<file path="src/rtl/strobe_front_pkg.sv">
package strobe_front_pkg;

    typedef enum logic {
        EDGE_RISE = 1'b0,
        EDGE_FALL = 1'b1
    } edge_sel_e;

    localparam int SYNC_STAGES = 2;

    function automatic logic pick_edge(input logic rise, input logic fall, input logic sel);
        return (edge_sel_e'(sel) == EDGE_FALL) ? fall : rise;
    endfunction

endpackage

</file>
<file path="src/rtl/strobe_edge_sync.sv">
module strobe_edge_sync #(
    parameter int N      = 5,
    parameter int STAGES = strobe_front_pkg::SYNC_STAGES
) (
    input  logic         clk,
    input  logic         rst,
    input  logic [N-1:0] din,
    output logic [N-1:0] rise,
    output logic [N-1:0] fall
);
    logic [N-1:0] chain [STAGES+1];

    always_ff @(posedge clk) begin
        if (rst) begin
            for (int s = 0; s <= STAGES; s++) chain[s] <= '0;
        end else begin
            chain[0] <= din;
            for (int s = 1; s <= STAGES; s++) chain[s] <= chain[s-1];
        end
    end

    // chain[STAGES-1] is the synchronized level, chain[STAGES] the previous level
    assign rise = chain[STAGES-1] & ~chain[STAGES];
    assign fall = ~chain[STAGES-1] & chain[STAGES];

    // an edge on a line lasts only one cycle
    assert_edge_single_R4: assert property (@(posedge clk) disable iff (rst)
        (|rise) |=> ((rise & $past(rise)) == '0));
endmodule

</file>
<file path="src/rtl/strobe_data_delay.sv">
module strobe_data_delay #(
    parameter int W      = 16,
    parameter int STAGES = strobe_front_pkg::SYNC_STAGES
) (
    input  logic         clk,
    input  logic         rst,
    input  logic [W-1:0] din,
    output logic [W-1:0] dout
);
    logic [W-1:0] pipe [STAGES];

    always_ff @(posedge clk) begin
        if (rst) begin
            for (int s = 0; s < STAGES; s++) pipe[s] <= '0;
        end else begin
            pipe[0] <= din;
            for (int s = 1; s < STAGES; s++) pipe[s] <= pipe[s-1];
        end
    end

    assign dout = pipe[STAGES-1];
endmodule

</file>
<file path="src/rtl/strobe_hold_bank.sv">
module strobe_hold_bank #(
    parameter int GROUP_W  = 8,
    parameter int NUM_GRP  = 2,
    parameter int NUM_HOLD = 2,
    localparam int HSEL_W  = (NUM_HOLD > 1) ? $clog2(NUM_HOLD) : 1
) (
    input  logic                        clk,
    input  logic                        rst,
    input  logic                        clr,
    input  logic                        cap,
    input  logic [NUM_HOLD-1:0]         hold_hit,
    input  logic [NUM_GRP*HSEL_W-1:0]   grp_hsel,
    input  logic [NUM_GRP*GROUP_W-1:0]  din,
    output logic [NUM_GRP*GROUP_W-1:0]  latched,
    output logic [NUM_GRP-1:0]          seen
);
    for (genvar g = 0; g < NUM_GRP; g++) begin : g_grp
        logic [HSEL_W-1:0] sel;
        logic              load;
        assign sel  = grp_hsel[g*HSEL_W +: HSEL_W];
        assign load = (int'(sel) < NUM_HOLD) ? hold_hit[sel] : 1'b0;

        always_ff @(posedge clk) begin
            if (rst || clr) begin
                latched[g*GROUP_W +: GROUP_W] <= '0;
                seen[g]                       <= 1'b0;
            end else begin
                if (load) latched[g*GROUP_W +: GROUP_W] <= din[g*GROUP_W +: GROUP_W];
                if (load)     seen[g] <= 1'b1;
                else if (cap) seen[g] <= 1'b0;
            end
        end
    end
endmodule

</file>
<file path="src/rtl/strobe_front.sv">
module strobe_front #(
    parameter int NUM_SMP  = 5,
    parameter int NUM_HOLD = 2,
    parameter int GROUP_W  = 8,
    parameter int NUM_GRP  = 2,
    localparam int HSEL_W  = (NUM_HOLD > 1) ? $clog2(NUM_HOLD) : 1,
    localparam int DATA_W  = NUM_GRP * GROUP_W,
    localparam int WORD_W  = 2 * DATA_W
) (
    input  logic                       clk,
    input  logic                       rst,
    input  logic [NUM_SMP-1:0]         smp_in,
    input  logic [NUM_SMP-1:0]         smp_en,
    input  logic [NUM_SMP-1:0]         smp_fall,
    input  logic [NUM_HOLD-1:0]        hold_in,
    input  logic [NUM_HOLD-1:0]        hold_en,
    input  logic [NUM_HOLD-1:0]        hold_fall,
    input  logic [DATA_W-1:0]          data_in,
    input  logic [NUM_GRP-1:0]         grp_mux,
    input  logic [NUM_GRP*HSEL_W-1:0]  grp_hsel,
    input  logic                       run_req,
    input  logic                       runstop_inv,
    output logic                       cap_valid,
    output logic [WORD_W-1:0]          cap_word,
    output logic                       hold_miss,
    output logic                       runstop_out
);
    import strobe_front_pkg::*;

    logic [NUM_SMP-1:0]  s_rise, s_fall, s_hit;
    logic [NUM_HOLD-1:0] h_rise, h_fall, h_hit;
    logic [DATA_W-1:0]   d_al, latch_bus;
    logic [NUM_GRP-1:0]  seen;
    logic [WORD_W-1:0]   word_next;
    logic                running, start, master, capture;

    strobe_edge_sync #(.N(NUM_SMP)) u_smp_sync (
        .clk(clk), .rst(rst), .din(smp_in), .rise(s_rise), .fall(s_fall));

    strobe_edge_sync #(.N(NUM_HOLD)) u_hold_sync (
        .clk(clk), .rst(rst), .din(hold_in), .rise(h_rise), .fall(h_fall));

    strobe_data_delay #(.W(DATA_W)) u_data_dly (
        .clk(clk), .rst(rst), .din(data_in), .dout(d_al));

    for (genvar i = 0; i < NUM_SMP; i++) begin : g_smp
        assign s_hit[i] = smp_en[i] & pick_edge(s_rise[i], s_fall[i], smp_fall[i]);
    end

    for (genvar h = 0; h < NUM_HOLD; h++) begin : g_hold
        assign h_hit[h] = running & hold_en[h] & pick_edge(h_rise[h], h_fall[h], hold_fall[h]);
    end

    assign master  = |s_hit;
    assign start   = run_req & ~running;
    assign capture = running & master;

    strobe_hold_bank #(.GROUP_W(GROUP_W), .NUM_GRP(NUM_GRP), .NUM_HOLD(NUM_HOLD)) u_bank (
        .clk(clk), .rst(rst), .clr(start), .cap(capture), .hold_hit(h_hit),
        .grp_hsel(grp_hsel), .din(d_al), .latched(latch_bus), .seen(seen));

    for (genvar g = 0; g < NUM_GRP; g++) begin : g_word
        assign word_next[g*2*GROUP_W +: 2*GROUP_W] =
            {grp_mux[g] ? latch_bus[g*GROUP_W +: GROUP_W] : {GROUP_W{1'b0}},
             d_al[g*GROUP_W +: GROUP_W]};
    end

    always_ff @(posedge clk) begin
        if (rst) begin
            running   <= 1'b0;
            cap_valid <= 1'b0;
            cap_word  <= '0;
            hold_miss <= 1'b0;
        end else begin
            running   <= run_req;
            cap_valid <= capture;
            if (capture) cap_word <= word_next;
            if (start)
                hold_miss <= 1'b0;
            else if (capture && ((grp_mux & ~seen) != '0))
                hold_miss <= 1'b1;
        end
    end

    assign runstop_out = running ^ runstop_inv;

    // a capture needs acquisition running in the cycle before
    assert_pulse_needs_run_R11: assert property (@(posedge clk) disable iff (rst)
        cap_valid |-> $past(running));

    // start leaves latches and flag cleared
    assert_start_clears_R9: assert property (@(posedge clk) disable iff (rst)
        $rose(running) |-> (latch_bus == '0 && !hold_miss));

    // the missed-hold flag holds until a start
    assert_miss_sticky_R10: assert property (@(posedge clk) disable iff (rst)
        (hold_miss && !start) |=> hold_miss);
endmodule

</file>
<file path="config.mk">
export PLATFORM = sky130hd
export DESIGN_NAME = strobe_front
export DESIGN_NICKNAME = d
export VERILOG_FILES = /design/src/rtl/strobe_front_pkg.sv /design/src/rtl/strobe_edge_sync.sv /design/src/rtl/strobe_data_delay.sv /design/src/rtl/strobe_hold_bank.sv /design/src/rtl/strobe_front.sv
export SDC_FILE = /design/constraint.sdc
export NUM_CORES = 1
export LEC_CHECK = 0
export ABC_AREA = 1
export BUFFER_PORTS_ARGS = -buffer_cell sky130_fd_sc_hd__buf_2
export CAP_MARGIN = 30
export CORE_MARGIN = 3
export CORE_UTILIZATION = 26
export CTS_CLUSTER_SIZE = 28
export DETAILED_ROUTE_END_ITERATION = 10
export GPL_ROUTABILITY_DRIVEN = 0
export GPL_TIMING_DRIVEN = 0
export PLACE_DENSITY = 0.41
export SLEW_MARGIN = 20
export SYNTH_ARGS = -nofsm -noshare
export SYNTH_HDL_FRONTEND = slang
export SYNTH_SLANG_ARGS = --single-unit
</file>
<file path="constraint.sdc">
create_clock -name clk -period 1.4 [get_ports clk]
set_input_delay 0.28 -clock clk [delete_from_list [all_inputs] [get_ports clk]]
set_output_delay 0.28 -clock clk [all_outputs]
set_load 0.02 [all_outputs]
</file>
==> results.md <==
- Status: finished, final reports clean
- Leak: 2.33 nW
- CTS Buf Count: 9
- DP HPWL: 6540 um
- Fraction of layout cells with a size suffix above 1: 24.7%
- CTS root buf: clkbuf_16
- PortBufs: 77
- Post-synth net total: 557
- Final hold vios: 0
- Hold-fix buffers, CTS: 0
- Pre-CTS WS: -0.201 ns
- Final net count: 651
- Via Count: 3067
- CP required: 1.12 ns
- DRT antenna net count: 0
- Fin crit share: 99.9%
- RSZ-0062 raised after global routing: true
- Register bit count reported by yosys: 106
- Synthesized area: 3860 um2
- Async set or reset register ratio after synthesis: 0%
- Initial Util: 27.2%
- Synth top area cells: dfxtp_1 (55%), nor2_1 (12%), nand2_1 (8.7%), inv_1 (8.0%), nand3_1 (4.8%)
- Max rail drop VDD: 581 uV
- Initial antenna violation count: 0
- 1st-iter DRT viols: 129
- Hold WS: 0.125 ns
- Clk buf depth: 2
- Die Ht: 128 um
- Slew Limit Fails: 0
- Syn Area/Cell: 7.54 um2
- Drt wl/cell: 10.9 um
- Die area: 16400 um2
- ANT cells: 0
- Cell count after placement: 769
- CTS clock-pin slew for the worst setup and hold paths: 0.07 ns
- Worst rel slew slack: 66.7%
- Fmax: 715 MHz
- Leading area contributor after synthesis: dfxtp_1
- I/O Pins: 80
- First-pass GRT wire length: 14400 um
- Pwr/cell area: 1320 nW/um2
- DR vias/cell: 3.88
- EDFF count, synth: 0
- Layout Skew: 0.00649 ns
- Routed Wire Length: 8660 um
- Vias in the first global route: 3002
- DRT Pass-1 Iters: 4
- Crit-path max FO: 3
- Overall Global Routing Usage: 11.3%
- Multi-input combinational cell area: 1360 um2
- Final setup fails: 0
- Worst-skew pair later-pin latency: 0.35 ns
- Pin count of the biggest net entering global routing: 17
- Top-count cell post-synth: nor2_1
- Layout Cells excl Fill: 791
- Startpoint Class: flop
- Register area share after synthesis: 54.9%
- Min Tclk post-route: 1.40 ns
- FF+latch area: 2130 um2
- Post-synth top flop: dfxtp_1
- CTS tree: built
- Worst Setup Slack, final: 0.00209 ns
- Placed instance area: 4470 um2
- Share of the synthesized area in the top cell type: 54.9%
- CP endpoint kind: output pin
- Area Overhead vs Synth: 27.7%
- Hold crit path type: input pin to flop
- Grt ovf: 0
- Filler cells: 1562
- Core Box Area: 14200 um2
- Die Width: 128 um
- Synthesized netlist cell count: 512
- # DRC: 0
- Least-Margin Pin Slew: 0.500 ns
- Yosys Warn Count: 0
- Post-route cell area: 4930 um2
- Commonest cells post-synth: nor2_1 (125), dfxtp_1 (106), nand2_1 (90), inv_1 (82), nand3_1 (37)
- Kind of critical path: flop to output pin
- Arrival @ worst endpoint: 1.12 ns
- Max-cap violations: 0
- Clock net sink count: 106
- H-Tree Level Count: 3
- Synth unique cells: 21
- FP Rows: 43
==> flip-flops by register name (all words and copies together), names as in the netlist <==
name and cells:
cap_valid 1, cap_word 32, hold_miss 1, running 1, u_bank.latched 16, u_bank.seen 2, u_data_dly.pipe 32, u_hold_sync.chain 6
u_smp_sync.chain 15
==> worst max-delay path, cell delays in order (launching register included) <==
cell and delay (ns):
dfxtp_4 0.36, buf_6 0.11, xor2_1 0.14, buf_4 0.15
==> per-stage QoR <==
| step | total power, mW | TNS (ns) | utilization (%) |
|---|---|---|---|
| after floorplan | 3.79 | 0 | - |
| after global placement | 4.03 | -6.69 | 31.5 |
| after detailed placement | 4.04 | -7.66 | 31.5 |
| after CTS | 6.61 | -0.0688 | 34.2 |
| after global routing | 6.88 | -1.41 | 34.7 |
| final | 6.53 | 0 | 34.7 |
==> per-layer routing <==
layer,share of wire (%),routed length [um],vias up,track usage [%]
met4,1.3,115,0,3.93
met1,48,4160,1294,14.2
met5,0,0,-,0
met2,45,3860,64,17.6
li1,-,-,1697,-
met3,6.0,518,12,4.25
==> report_power, final <==
part / internal, mW / switching, mW / total, mW / leakage, nW
Combinational: 0.314 / 0.472 / 0.787 / 1.31
Clock: 1.44 / 1.07 / 2.51 / 0.143
Sequential: 3.17 / 0.0692 / 3.24 / 0.872
==> kinds of logic (layout without fill, tap and decap cells) <==
| logic type | count (synthesis) | count (layout) | share of synthesized area, % |
|---|---|---|---|
| simple gates | 271 | 271 | 29.0 |
| xor+xnor | 1 | 1 | 0.227 |
| compound gates | 27 | 27 | 4.11 |
| buf+inv | 107 | 206 | 11.8 |
| flops | 106 | 106 | 54.9 |
==> cells in the final DEF, fill, tap and decap left out, types with 2 or more instances in the layout <==
master and n:
a21oi_1 11, buf_1 2, buf_2 80, buf_4 6, buf_6 8, clkbuf_1 9, clkbuf_16 9, dfxtp_1 101
dfxtp_2 4, inv_1 78, inv_2 4, inv_6 2, nand2_1 87, nand2_2 4, nand2_4 3, nand3_1 31
nand3_2 8, nand4_1 2, nor2_1 124, nor2_2 12, o21ai_0 5, o21ai_1 3, o21bai_1 5
==> final cells by class <==
cell class / count / area share, %
Clock inverter: 4 / 1.04
Sequential cell: 106 / 43.2
Tap cell: 180 / 4.57
Clock buffer: 12 / 5.00
Inverter: 85 / 6.72
Timing Repair Buffer: 84 / 9.08
Multi-Input combinational cell: 299 / 27.5
Buffer: 21 / 2.87
==> path summary, 6_finish.rpt <==
check | start | endpoint | cells after the start | slack [ns]
setup / recovery | running | runstop_out | 3 | 0.002
hold / removal | smp_in[0] | u_smp_sync.chain[0][0] | 3 | 0.13
setup reg to reg | u_smp_sync.chain[0][7] | cap_word[14] | 9 | 0.04
hold reg to reg | u_smp_sync.chain[0][4] | u_smp_sync.chain[0][9] | 2 | 0.39
==> what timing repair did <==
item / 4_1_cts / 5_1_grt
pin swaps: 2 / 9
endpoints found under the hold margin: 0 / 0
buffers inserted: 5 / 1
endpoints found under the setup margin: 45 / 50
gates cloned: 0 / 1
resized for setup: 14 / 29
Note: power is estimated with default switching activity, not from simulation.
